$ cat config.mk
export PLATFORM = sky130hd
export DESIGN_NAME = evtimer_top
export DESIGN_NICKNAME = d
export VERILOG_FILES = /design/src/rtl/evtimer_pkg.sv /design/src/rtl/evtimer_tick.sv /design/src/rtl/evtimer_core.sv /design/src/rtl/evtimer_regs.sv /design/src/rtl/evtimer_wave.sv /design/src/rtl/evtimer_top.sv
export SDC_FILE = /design/constraint.sdc
export NUM_CORES = 1
export LEC_CHECK = 0
export BUFFER_PORTS_ARGS = -buffer_cell sky130_fd_sc_hd__buf_4
export CORE_MARGIN = 1
export CORE_UTILIZATION = 25
export DETAILED_ROUTE_END_ITERATION = 16
export RECOVER_POWER = 25
export SYNTH_ARGS = -nofsm -noshare
export SYNTH_HDL_FRONTEND = slang
export SYNTH_SLANG_ARGS = --single-unit
$ cat constraint.sdc
create_clock -name clk -period 5.08 [get_ports clk]
set_input_delay 1.016 -clock clk [delete_from_list [all_inputs] [get_ports clk]]
set_output_delay 1.016 -clock clk [all_outputs]
set_load 0.01 [all_outputs]
$ cat src/rtl/evtimer_pkg.sv
package evtimer_pkg;
  localparam int ADDR_W = 2;

  localparam logic [ADDR_W-1:0] A_CTRL  = 2'd0;
  localparam logic [ADDR_W-1:0] A_COUNT = 2'd1;
  localparam logic [ADDR_W-1:0] A_PRI   = 2'd2;
  localparam logic [ADDR_W-1:0] A_SEC   = 2'd3;

  localparam int B_RUN   = 0;
  localparam int B_ALT   = 1;
  localparam int B_CONT  = 2;
  localparam int B_EXT   = 3;
  localparam int B_IEN   = 4;
  localparam int B_FLAG  = 5;
  localparam int B_PHASE = 6;

  typedef struct packed {
    logic ien;
    logic ext;
    logic cont;
    logic alt;
    logic run;
  } ctrl_t;
endpackage

$ cat src/rtl/evtimer_tick.sv
module evtimer_tick #(
  parameter int PRE_DIV     = 4,
  parameter int SYNC_STAGES = 2
) (
  input  logic clk,
  input  logic rst,
  input  logic ext_sel,
  input  logic ext_in,
  output logic evt
);
  localparam int PRE_W = (PRE_DIV > 1) ? $clog2(PRE_DIV) : 1;
  localparam logic [PRE_W-1:0] PRE_LAST = PRE_W'(PRE_DIV - 1);

  logic [PRE_W-1:0]     pre_q;
  logic [SYNC_STAGES:0] sync_q;
  logic                 int_tick;
  logic                 ext_rise;

  always_ff @(posedge clk) begin
    if (rst) pre_q <= '0;
    else if (pre_q == PRE_LAST) pre_q <= '0;
    else pre_q <= pre_q + 1'b1;
  end

  always_ff @(posedge clk) begin
    if (rst) sync_q <= '0;
    else sync_q <= {sync_q[SYNC_STAGES-1:0], ext_in};
  end

  assign int_tick = (pre_q == PRE_LAST);
  assign ext_rise = sync_q[SYNC_STAGES-1] & ~sync_q[SYNC_STAGES];
  assign evt      = ext_sel ? ext_rise : int_tick;

  // internal ticks are never back to back
  assert_tick_spacing_R1: assert property (@(posedge clk) disable iff (rst)
    int_tick |=> !int_tick);
  // one synchronized edge gives one event
  assert_edge_single_R9: assert property (@(posedge clk) disable iff (rst)
    ext_rise |=> !ext_rise);
endmodule

$ cat src/rtl/evtimer_core.sv
module evtimer_core #(
  parameter int CNT_W = 16
) (
  input  logic             clk,
  input  logic             rst,
  input  logic             evt,
  input  logic             run,
  input  logic             alt,
  input  logic             cont,
  input  logic             cnt_we,
  input  logic [CNT_W-1:0] cnt_wdata,
  input  logic [CNT_W-1:0] lim_pri,
  input  logic [CNT_W-1:0] lim_sec,
  output logic [CNT_W-1:0] count,
  output logic             phase,
  output logic             match,
  output logic             stop
);
  localparam logic [CNT_W:0] FULL_RANGE = {1'b1, {CNT_W{1'b0}}};

  logic             adv;
  logic [CNT_W-1:0] lim_act;
  logic [CNT_W:0]   lim_eff;
  logic [CNT_W:0]   nxt;

  assign adv     = run & evt;
  assign lim_act = phase ? lim_sec : lim_pri;
  assign lim_eff = (lim_act == '0) ? FULL_RANGE : {1'b0, lim_act};
  assign nxt     = {1'b0, count} + 1'b1;
  assign match   = adv & (nxt == lim_eff);
  assign stop    = match & ~cont & (~alt | phase);

  always_ff @(posedge clk) begin
    if (rst) count <= '0;
    else if (cnt_we) count <= cnt_wdata;
    else if (match) count <= '0;
    else if (adv) count <= nxt[CNT_W-1:0];
  end

  always_ff @(posedge clk) begin
    if (rst) phase <= 1'b0;
    else if (!alt) phase <= 1'b0;
    else if (match) phase <= ~phase;
  end

  // a match leaves zero behind, never the limit
  assert_wrap_zero_R2: assert property (@(posedge clk) disable iff (rst)
    (match && !cnt_we) |=> (count == '0));
  // one event advances the count by exactly one
  assert_step_one_R1: assert property (@(posedge clk) disable iff (rst)
    (adv && !match && !cnt_we) |=> (count == $past(count) + 1'b1));
  // each alternating match swaps the controlling limit
  assert_phase_swap_R4: assert property (@(posedge clk) disable iff (rst)
    (alt && match) |=> (phase != $past(phase)));
endmodule

$ cat src/rtl/evtimer_regs.sv
module evtimer_regs
  import evtimer_pkg::*;
#(
  parameter int CNT_W = 16
) (
  input  logic              clk,
  input  logic              rst,
  input  logic              we,
  input  logic [ADDR_W-1:0] addr,
  input  logic [CNT_W-1:0]  wdata,
  input  logic              match,
  input  logic              stop,
  input  logic              phase,
  input  logic [CNT_W-1:0]  count,
  output ctrl_t             ctrl,
  output logic [CNT_W-1:0]  lim_pri,
  output logic [CNT_W-1:0]  lim_sec,
  output logic              cnt_we,
  output logic [CNT_W-1:0]  rdata
);
  logic ctrl_wr;
  logic flag;

  assign ctrl_wr = we && (addr == A_CTRL);
  assign cnt_we  = we && (addr == A_COUNT);

  always_ff @(posedge clk) begin
    if (rst) begin
      ctrl <= '0;
    end else if (ctrl_wr) begin
      ctrl.run  <= wdata[B_RUN];
      ctrl.alt  <= wdata[B_ALT];
      ctrl.cont <= wdata[B_CONT];
      ctrl.ext  <= wdata[B_EXT];
      ctrl.ien  <= wdata[B_IEN];
    end else if (stop) begin
      ctrl.run <= 1'b0;
    end
  end

  always_ff @(posedge clk) begin
    if (rst) flag <= 1'b0;
    else if (match) flag <= 1'b1;
    else if (ctrl_wr && !wdata[B_FLAG]) flag <= 1'b0;
  end

  always_ff @(posedge clk) begin
    if (rst) begin
      lim_pri <= '0;
      lim_sec <= '0;
    end else if (we) begin
      if (addr == A_PRI) lim_pri <= wdata;
      if (addr == A_SEC) lim_sec <= wdata;
    end
  end

  always_ff @(posedge clk) begin
    if (rst) rdata <= '0;
    else begin
      case (addr)
        A_CTRL:  rdata <= CNT_W'({phase, flag, ctrl});
        A_COUNT: rdata <= count;
        A_PRI:   rdata <= lim_pri;
        default: rdata <= lim_sec;
      endcase
    end
  end

  // a match always leaves the sticky flag set
  assert_flag_sticky_R8: assert property (@(posedge clk) disable iff (rst)
    match |=> flag);
  // a one-shot end drops the enable unless software rewrites it
  assert_oneshot_stop_R7: assert property (@(posedge clk) disable iff (rst)
    (stop && !ctrl_wr) |=> !ctrl.run);
endmodule

$ cat src/rtl/evtimer_wave.sv
module evtimer_wave (
  input  logic clk,
  input  logic rst,
  input  logic alt,
  input  logic phase,
  input  logic match,
  input  logic ien,
  output logic out_q,
  output logic irq_q
);
  always_ff @(posedge clk) begin
    if (rst) begin
      out_q <= 1'b1;
      irq_q <= 1'b0;
    end else begin
      out_q <= alt ? ~(phase ^ match) : ~match;
      irq_q <= match & ien;
    end
  end

  // the request is a single-cycle pulse
  assert_irq_single_R8: assert property (@(posedge clk) disable iff (rst)
    irq_q |=> !irq_q);
endmodule

$ cat src/rtl/evtimer_top.sv
module evtimer_top
  import evtimer_pkg::*;
#(
  parameter int CNT_W       = 16,
  parameter int PRE_DIV     = 4,
  parameter int SYNC_STAGES = 2
) (
  input  logic              clk,
  input  logic              rst,
  input  logic              reg_we,
  input  logic [1:0]        reg_addr,
  input  logic [CNT_W-1:0]  reg_wdata,
  output logic [CNT_W-1:0]  reg_rdata,
  input  logic              ext_in,
  output logic              tmr_out,
  output logic              irq
);
  ctrl_t            ctrl;
  logic [CNT_W-1:0] lim_pri, lim_sec, count;
  logic             cnt_we, evt, phase, match, stop;

  evtimer_tick #(.PRE_DIV(PRE_DIV), .SYNC_STAGES(SYNC_STAGES)) u_tick (
    .clk(clk), .rst(rst), .ext_sel(ctrl.ext), .ext_in(ext_in), .evt(evt));

  evtimer_regs #(.CNT_W(CNT_W)) u_regs (
    .clk(clk), .rst(rst), .we(reg_we), .addr(reg_addr), .wdata(reg_wdata),
    .match(match), .stop(stop), .phase(phase), .count(count), .ctrl(ctrl),
    .lim_pri(lim_pri), .lim_sec(lim_sec), .cnt_we(cnt_we), .rdata(reg_rdata));

  evtimer_core #(.CNT_W(CNT_W)) u_core (
    .clk(clk), .rst(rst), .evt(evt), .run(ctrl.run), .alt(ctrl.alt),
    .cont(ctrl.cont), .cnt_we(cnt_we), .cnt_wdata(reg_wdata),
    .lim_pri(lim_pri), .lim_sec(lim_sec), .count(count), .phase(phase),
    .match(match), .stop(stop));

  evtimer_wave u_wave (
    .clk(clk), .rst(rst), .alt(ctrl.alt), .phase(phase), .match(match),
    .ien(ctrl.ien), .out_q(tmr_out), .irq_q(irq));

  // in alternating mode the pin shows the controlling limit
  assert_level_tracks_R4: assert property (@(posedge clk) disable iff (rst)
    ctrl.alt |=> (tmr_out == !phase));
endmodule

## Word level (Yosys, flattened, before mapping)

Cells that the tools add are included.

| cells by class | value |
|---|---|
| $add $sub $neg | 2 |
| equal/unequal tests | 5 |
| muxes and demuxes | 12 |
| bitwise operators | 14 |
| reductions and logical operators | 13 |

Operators with widths:

| kind | count |
|---|---|
| 2-to-1 mux 16 bit | 4 |
| case mux 16 bit (3 select lines) | 1 |
| adder 16 x 1 -> 17 bit (second input constant) | 1 |
| == test 17 bit | 1 |
| 2-to-1 mux 17 bit | 1 |
| logical NOT 16 bit | 1 |
| bitwise AND 1 bit | 6 |
| == test 2 bit (second input constant) | 3 |
| 2-to-1 mux 1 bit | 6 |
| inverter 1 bit | 6 |
| AND reduction 2 bit | 2 |
| nonzero test 2 bit | 2 |
| OR reduction 2 bit | 2 |
| logical AND 1 bit | 3 |
| nonzero test 3 bit | 1 |
| adder 2 x 1 -> 2 bit (second input constant) | 1 |
| == test 2 x 1 -> 1 bit (second input constant) | 1 |
| logical NOT 2 bit | 1 |
| logical NOT 1 bit | 1 |
| OR 1 bit | 1 |
| XOR 1 bit | 1 |

| storage, ports and cells | value |
|---|---|
| register bits after elaboration | 78 |
| input bits | 22 |
| word-level logic and storage cells | 61 |

## Depth between registers and ports, before layout

Gate-level depths: netlist of run 1.

| logic depth | value |
|---|---|
| word-level depth | 9 |
| depth in mapped cells | 12 |
| depth with buffers taken out | 9 |

## Hierarchy

A second synthesis of run 1 with hierarchy kept.

| unflattened totals | value |
|---|---|
| cells, all modules | 493 |
| area total of the unflattened synthesis | 4411.7 µm² |

By module, submodules not included:

| module | times used | cells an instance | area each (µm²) | sequential area each (µm²) |
|---|---|---|---|---|
| evtimer_regs | 1 | 222 | 2361.0 | 1081.0 |
| evtimer_core | 1 | 249 | 1814.2 | 340.3 |
| evtimer_tick | 1 | 14 | 165.2 | 100.1 |
| evtimer_wave | 1 | 8 | 71.3 | 40.0 |

## Least setup slack after synthesis of run 1

Ideal clock, no wire load.

| path | value |
|---|---|
| path kind | register to register |
| from | register u_core.count[0] |
| to | register u_core.count[10] |
| arrival | 2705 ps |
| data required time | 4958 ps |
| slack | 2252 ps |
| stages on the path, launching flop included | 12 |
| path buffers | 2 |
| clock period less this slack | 2828 ps |
| cell sequence | dfxtp_1 -> ha_1 -> and3_1 -> buf_2 -> and2_4 -> xnor3_1 -> or4_4 -> nor4_4 -> a21oi_2 -> buf_6 -> a22oi_1 -> o21ai_1 |

| on the way | value |
|---|---|
| longest elaborated chain between the ends | 5 |

Ends and longest elaborated chain:

| element | RTL line | text |
|---|---|---|
| start, declared | evtimer_core.sv:14 | `output logic [CNT_W-1:0] count,` |
| start signal, assigned | evtimer_core.sv:35 | `else if (cnt_we) count <= cnt_wdata;` |
| start signal, assigned | evtimer_core.sv:37 | `else if (adv) count <= nxt[CNT_W-1:0];` |
| adder 16 x 1 -> 17 bit * | evtimer_core.sv:29 | `assign nxt = {1'b0, count} + 1'b1;` |
| == test 17 bit | evtimer_core.sv:30 | `assign match = adv & (nxt == lim_eff);` |
| bitwise AND 1 bit | evtimer_core.sv:30 |  |
| 2-to-1 mux 16 bit | evtimer_core.sv:36 | `else if (match) count <= '0;` |
| 2-to-1 mux 16 bit | evtimer_core.sv:35 |  |

Every way passes the cells marked *; elsewhere a longest branch is shown, timed or not. The select of a mux whose other input is x is not followed.
A chain may end at the register's enable or synchronous reset.

## Worst setup path in the final report of run 1

| path | value |
|---|---|
| from | register u_core.phase |
| to | register u_core.count[6] |

| on the way | value |
|---|---|
| longest elaborated chain between the ends | 7 |

Ends and longest elaborated chain:

| element | RTL line | text |
|---|---|---|
| start, declared | evtimer_core.sv:15 | `output logic phase,` |
| start signal, assigned | evtimer_core.sv:43 | `else if (match) phase <= ~phase;` |
| 2-to-1 mux 16 bit * | evtimer_core.sv:27 | `assign lim_act = phase ? lim_sec : lim_pri;` |
| logical NOT 16 bit | evtimer_core.sv:28 | `assign lim_eff = (lim_act == '0) ? FULL_RANGE : {1'b0, lim_act};` |
| 2-to-1 mux 17 bit * | evtimer_core.sv:28 |  |
| == test 17 bit * | evtimer_core.sv:30 |  |
| bitwise AND 1 bit * | evtimer_core.sv:30 |  |
| 2-to-1 mux 16 bit | evtimer_core.sv:36 |  |
| 2-to-1 mux 16 bit | evtimer_core.sv:35 |  |

Every way passes the cells marked *; elsewhere a longest branch is shown, timed or not.

==> results of run 1 <==
-- worst register-to-register path: stages (launching register included) --
cell     delay, ns
dfxtp_1       1.10
mux2i_1       0.33
xnor2_1       0.17
xnor2_1       0.11
or4_4         0.53
nor4_4        0.43
nand2_1       0.32
a21oi_1       0.25
o21ai_1       0.10
-- power by group --
| part | switching, W | total [W] | internal, W | leakage, nW |
|---|---|---|---|---|
| combinational | 0.0000866 | 0.000152 | 0.0000652 | 0.852 |
| sequential | 0.0000249 | 0.000658 | 0.000633 | 0.634 |
| clock | 0.000274 | 0.000609 | 0.000335 | 0.129 |
-- cells in the mapped netlist, types with 4 or more instances --
master,number,share of area (%)
mux2_2,9,2.5
nor4_1,7,1.1
nor3_1,9,1.1
buf_2,4,0.49
and3_1,10,1.5
a21oi_1,54,6.6
nand2_1,95,8.7
dfxtp_1,78,38
xor2_1,9,1.9
o21ai_0,4,0.49
mux4_2,7,3.9
xnor2_1,18,3.9
a22oi_1,18,3.3
nor3b_1,5,0.92
a211oi_1,4,0.73
and4_1,7,1.5
mux2i_1,16,3.9
nand4_1,8,1.2
clkbuf_1,25,2.3
nor2_1,29,2.7
nand3_1,9,1.1
nor2b_1,11,1.7
o21ai_1,9,1.1
-- cells by family (layout without fill, tap and decap cells) --
| group | Yosys count | count (layout) |
|---|---|---|
| buf+inv | 37 | 60 |
| mux | 32 | 32 |
| compound gates | 104 | 104 |
| xor+xnor | 29 | 29 |
| fa+ha+maj | 2 | 2 |
| flops | 78 | 78 |
| simple gates | 207 | 207 |
-- stage by stage --
stage | hold slack [ns] | instance area (sq um)
2_1_floorplan | 0.408 | 4090
3_3_place_gp | 0.416 | 4520
3_5_place_dp | 0.429 | 4520
4_1_cts | 0.439 | 4800
5_1_grt | 0.455 | 4770
6_report | 0.435 | 4770
-- cell usage in the layout, fill, tap and decap left out, drive strengths merged, types with 2 or more instances in the layout --
cell and n:
nor2 29, clkinvlp 3, a211oi 4, dfxtp 78, xnor3 2, nand4 8, nor2b 11, and3 10
xor2 9, and2 3, nand3b 3, nor3b 5, o21ai 13, mux4 7, nand2b 3, xnor2 18
nor3 9, ha 2, nand3 9, a31oi 2, mux2i 16, buf 34, o32ai 2, nor4b 2
nor4 8, nand2 95, clkbuf 16, inv 6, and4 7, a22oi 18, mux2 9, a21oi 55
-- per-layer routing --
metal / GRT usage [%] / vias to the layer above / wire length (microns)
li1: - / 1779 / -
met1: 18.8 / 1782 / 5420
met2: 23.5 / 113 / 5540
met3: 3.36 / 18 / 568
met4: 4.51 / 0 / 213
met5: 0 / - / 0
-- final cells by class --
cell class	count	area, sq um	share of cell area [%]
inverter	3	11.3	0.236
timing repair buffer	41	282	5.90
tap	216	270	5.66
clock buffer	9	225	4.72
sequential	78	1560	32.7
clock inverter	7	53.8	1.13
multi-input combinational	374	2370	49.6
-- how the worst min path moves through the flow --
stage                      endpoint  depth (start not counted)             from  slack [ns]
finish              u_tick.pre_q[0]                          1  u_tick.pre_q[0]        0.43
floorplan           u_tick.pre_q[0]                          1  u_tick.pre_q[0]        0.41
CTS                 u_tick.pre_q[0]                          1  u_tick.pre_q[0]        0.44
detailed placement  u_tick.pre_q[0]                          1  u_tick.pre_q[0]        0.43
global placement    u_tick.pre_q[0]                          1  u_tick.pre_q[0]        0.42
global route        u_tick.pre_q[0]                          1  u_tick.pre_q[0]        0.45
-- sequential cells by signal, summed over array words and instances (netlist names) --
name and cells:
u_core.count 16, u_wave.irq_q 1, u_regs.ctrl 5, u_tick.pre_q 2, u_regs.rdata 16, u_regs.lim_pri 16
u_tick.sync_q 3, u_wave.out_q 1, u_core.phase 1, u_regs.flag 1, u_regs.lim_sec 16
==> qor.txt, run 1 <==
Fmax: 0.289 GHz
Layout Utilization: 29.9%
Root Driver: clkbuf_16
Ys async rst share: 0%
Top delay family on crit path: simple AND/OR/NAND/NOR gates
Mean Syn Cell Area: 8.36 sq um
Static leakage: 1.61 nW
Via-to-Cell Ratio: 5.07
Post-synthesis adder-cell area fraction: 0.612%
GPL Wtd Cong: 0.925
Worst skew pair latency: 0.34 ns
Post-synth cell types: 53
Crit Path Max Fanout: 23
Non-filler cells, final: 728
Simple-gate share of the synthesized area: 25.0%
Cts hold-fix bufs: 0
Core Rows: 46
Placed instance count: 712
Final Max Tran Viols: 0
Worst r2r path cells: 8
CP Capture Type: register
Fraction of layout cells with a size suffix above 1: 14.3%
R2R Setup Slk: 1.62 ns
Postcts setup bufs: 0
Vias in the first global route: 3,557
Port Buffers: 39
First-pass GRT wire length: 18,900 microns
Worst EP required: 5.30 ns
Final setup viols: 0
Worst setup startpoint: u_core.phase
Largest net degree at the start of global routing: 79
Worst min path class: reg2reg
Resize count post-CTS: 0
H-Tree Depth: 3
Largest family of logic cells by synthesized area: simple AND/OR/NAND/NOR gates
Yosys warns: 0
Synth Register Bits: 78
Vias after detailed routing: 3,692
Most used cell along the critical path: xnor2_1
P&R area growth vs syn: 16.7%
GRT Util Overall: 14.4%
Worst setup SP type: register
Post-Synth XOR/XNOR Area: 6.88%
Setup TNS: 0 ns
Final Skew: 0.00653 ns
Die Y: 130 microns
CTS sink cnt: 78
Chain of cells forming the critical path: mux2i_1 > xnor2_1 > xnor2_1 > or4_4 > nor4_4 > nand2_1 > a21oi_1 > o21ai_1
Post-Syn Nets: 513
Worst Max-Slew Pin Slew: 1.17 ns
Max incr delay on CP: 1.10 ns
Dpl ws: 1.68 ns
CP Data Arrival Time: 3.68 ns
Dpl hpwl: 8330 microns
Total die area: 16,900 sq um
Initial antenna violation count: 0
Worst slew margin: 21.7%
Maxcap violations: 0
Slowest stage cell, crit path: dfxtp_1
Pre-Repair DR Iteration Count: 6
Longest Clk Path Bufs: 2
DRC viols: 0
VDD IR max: 0.183 mV
I/O pin total: 40
Top FF cell, synth: dfxtp_1
Mux cell area share after synthesis: 10.2%
RSZ-0062 raised after global routing: false
Reg-to-reg critical path endpoint: u_core.count[6]
DRT iter0 DRCs: 259
WL per Instance: 16.1 microns
Core footprint: 15,900 sq um
Gr ovfl total: 0
Gate Count Post-Synth: 489
# diodes: 0
Initial Util: 25.7%
CP bufs+invs: 0
Fin crit share: 68.1%
Clock buffer count from CTS: 9
Setup WS post-layout: 1.62 ns
Die X: 130 microns
Register area share after synthesis: 38.2%
Filler instances: 1,706
Reg clk slew, reported paths: 0.06 ns
Setup CP Type: reg2reg
Run status: finished, final reports clean
Net count, final: 531
Stages on worst setup path: 8
Crit path to: u_core.count[6]
TritonCTS clock tree: built
Fin. Hold Viols: 0
Compound-Gate Fraction of Synth Area: 15.2%
Total Power: 0.00142 W
Min Tclk post-route: 3.46 ns
R2r startpoint: u_core.phase
Area of the mapped netlist: 4090 sq um
P per Cell Area: 297 nW/um^2
Antenna viol nets, final: 0
Detailed Route WL: 11,700 microns
Post-synth EDFFs: 0
(Power assumes the default switching activity.)
==> inputs of run 2 (changes only) <==
==> constraint.sdc (replaced) <==
create_clock -name clk -period 2.8 [get_ports clk]
set_input_delay 0.56 -clock clk [delete_from_list [all_inputs] [get_ports clk]]
set_output_delay 0.56 -clock clk [all_outputs]
set_load 0.01 [all_outputs]
==> qor.txt, run 2 (synthesis gave the netlist of run 1 again) <==
Longest Clk Path Bufs: 2 (unchanged)
Die Y: 130 microns (unchanged)
Hold Path Stages: 1 (unchanged)
Die X: 130 microns (unchanged)
Final Max Tran Viols: 0 (unchanged)
Pre-Repair DR Iteration Count: 4 (-2)
WHS: 0.428 ns (-0.00659 ns)
Antenna viol nets, final: 0 (unchanged)
# diodes: 0 (unchanged)
Total die area: 16,900 sq um (unchanged)
WL met3: 631 microns (+11%)
H-Tree Depth: 3 (unchanged)
Worst Max-Slew Pin Slew: 1.31 ns (+0.135 ns)
Final setup viols: 0 (unchanged)
CTS sink cnt: 78 (unchanged)
Total Power: 0.00268 W (+88%)
CP Capture Type: register
Run status: finished, final reports clean
Worst setup SP type: register
Final Skew: 0.0141 ns (+0.00759 ns)
Finished Cell Area: 5170 sq um (+8.4%)
Worst min path class: reg2reg
Initial Util: 25.7% (unchanged)
Metal2 WL: 5840 microns (+5.6%)
Fraction of layout cells with a size suffix above 1: 23.4% (+9.1 points)
Port Buffers: 39 (unchanged)
Initial antenna violation count: 0 (unchanged)
Worst slew margin: 12.8% (-8.9 points)
TritonCTS clock tree: built
Root Driver: clkbuf_16
Fmax: 0.373 GHz (+29%)
VDD IR max: 0.323 mV (+76%)
Worst skew pair latency: 0.35 ns (about the same)
Vias in the first global route: 3,610 (+1.5%)
P&R area growth vs syn: 26.5%
Commonest non-fill, non-tap cell in the layout: nand2_1
Vias after detailed routing: 3,785 (+2.5%)
Post-DP Area: 4800 sq um (+6.2%)
Fin. Hold Viols: 0 (unchanged)
Net count, final: 571 (+7.5%)
CP Data Arrival Time: 2.91 ns (-0.77 ns)
Detailed Route WL: 12,400 microns (+5.4%)
Setup CP Type: reg2reg
Static leakage: 1.87 nW (+16%)
R2r startpoint: u_core.count[1]
Via-to-Cell Ratio: 4.93 (-2.8%)
M1 WL: 5700 microns (+5.2%)
Uppermost layer routed: met4
P per Cell Area: 517 nW/um^2 (+74%)
Clock buffer count from CTS: 9 (unchanged)
First-pass GRT wire length: 19,600 microns (+3.8%)
Maxcap violations: 0 (unchanged)
Crit Path Max Fanout: 6 (-74%)
Hold path startpoint: u_tick.pre_q[0]
Most frequent cells in the layout: nand2_1 (94), buf_4 (77), dfxtp_1 (75), a21oi_1 (53), nor2_1 (29)
Worst EP required: 3.03 ns (-2.27 ns)
Gr ovfl total: 0 (unchanged)
Reg clk slew, reported paths: 0.06 ns (about the same)
DRT iter0 DRCs: 277 (+6.9%)
I/O pin total: 40 (unchanged)
Dpl hpwl: 8970 microns (+7.6%)
Reg-to-reg critical path endpoint: u_core.count[7]
R2R Setup Slk: 0.12 ns (-1.50 ns)
Largest net degree at the start of global routing: 50 (-37%)
GRT Util Overall: 15.2% (+0.77 points)
DRC viols: 0 (unchanged)
Hold Crit Endpoint: u_tick.pre_q[0]
Core Rows: 46 (unchanged)
GPL Wtd Cong: 0.920 (-0.58%)
WL per Instance: 16.1 microns (about the same)
Worst r2r path cells: 10 (+2)
Fin crit share: 95.9% (+28 points)
Min Tclk post-route: 2.68 ns (-0.776 ns)
Core footprint: 15,900 sq um (unchanged)
-- run 2: layer usage --
metal  global-route usage (%)  vias to the layer above
li1                         -                     1852
met1                     20.2                     1808
met2                     24.5                      107
met3                     3.44                       18
met4                     4.38                        0
met5                        0                        -
-- run 2: where the power goes --
group,internal [W],switching [W],total [W]
registers,0.00115,0.0000338,0.00118
clock network,0.000687,0.000483,0.00117
logic,0.000142,0.000181,0.000322
total,0.00198,0.000698,0.00268
-- run 2: through the flow --
step	setup WS, ns	util (%)	std cells	TNS, ns
detailed placement	-0.0299	30.1	749	-0.147
CTS	0.0131	32.1	766	0
global placement	0.00730	30.1	749	0
finish	0.116	32.5	768	0
global route	-0.0312	32.5	768	-0.0913
floorplan	0.0353	-	489	0
-- run 2: repair_timing --
action,4_1_cts,5_1_grt
hold buffers,0,0
resized for setup,2,15
buffers inserted,1,2
setup endpoints to repair,8,15
pin swaps,2,5
-- run 2: worst max path at each step --
| stage | startpoint | to | slack (ns) | cells after the start |
|---|---|---|---|---|
| 6_report | u_core.count[1] | u_core.count[7] | 0.12 | 10 |
| 3_5_place_dp | u_core.count[1] | u_core.count[5] | -0.03 | 10 |
| 5_1_grt | u_core.count[1] | u_core.count[12] | -0.03 | 10 |
| 4_1_cts | u_core.count[1] | u_core.count[3] | 0.01 | 10 |
| 2_1_floorplan | u_core.count[1] | u_core.count[10] | 0.04 | 11 |
| 3_3_place_gp | u_core.count[1] | u_core.count[12] | 0.007 | 10 |
-- run 2: cell type report --
cell class | instances | area, sq um
tap | 216 | 270
clock inverter | 6 | 62.6
multi-input combinational | 374 | 2420
fill | 1692 | 10800
clock buffer | 10 | 229
timing repair buffer | 81 | 608
inverter | 3 | 11.3
sequential | 78 | 1570
-- run 2: critical path, stage by stage, from the launching register on --
cell,delay (ns)
dfxtp_2,0.35
buf_4,0.13
and4_4,0.23
nand4_1,0.18
xnor2_2,0.20
or4_4,0.50
nor4_4,0.44
a21oi_4,0.14
buf_4,0.16
a22oi_1,0.15
o21ai_1,0.08
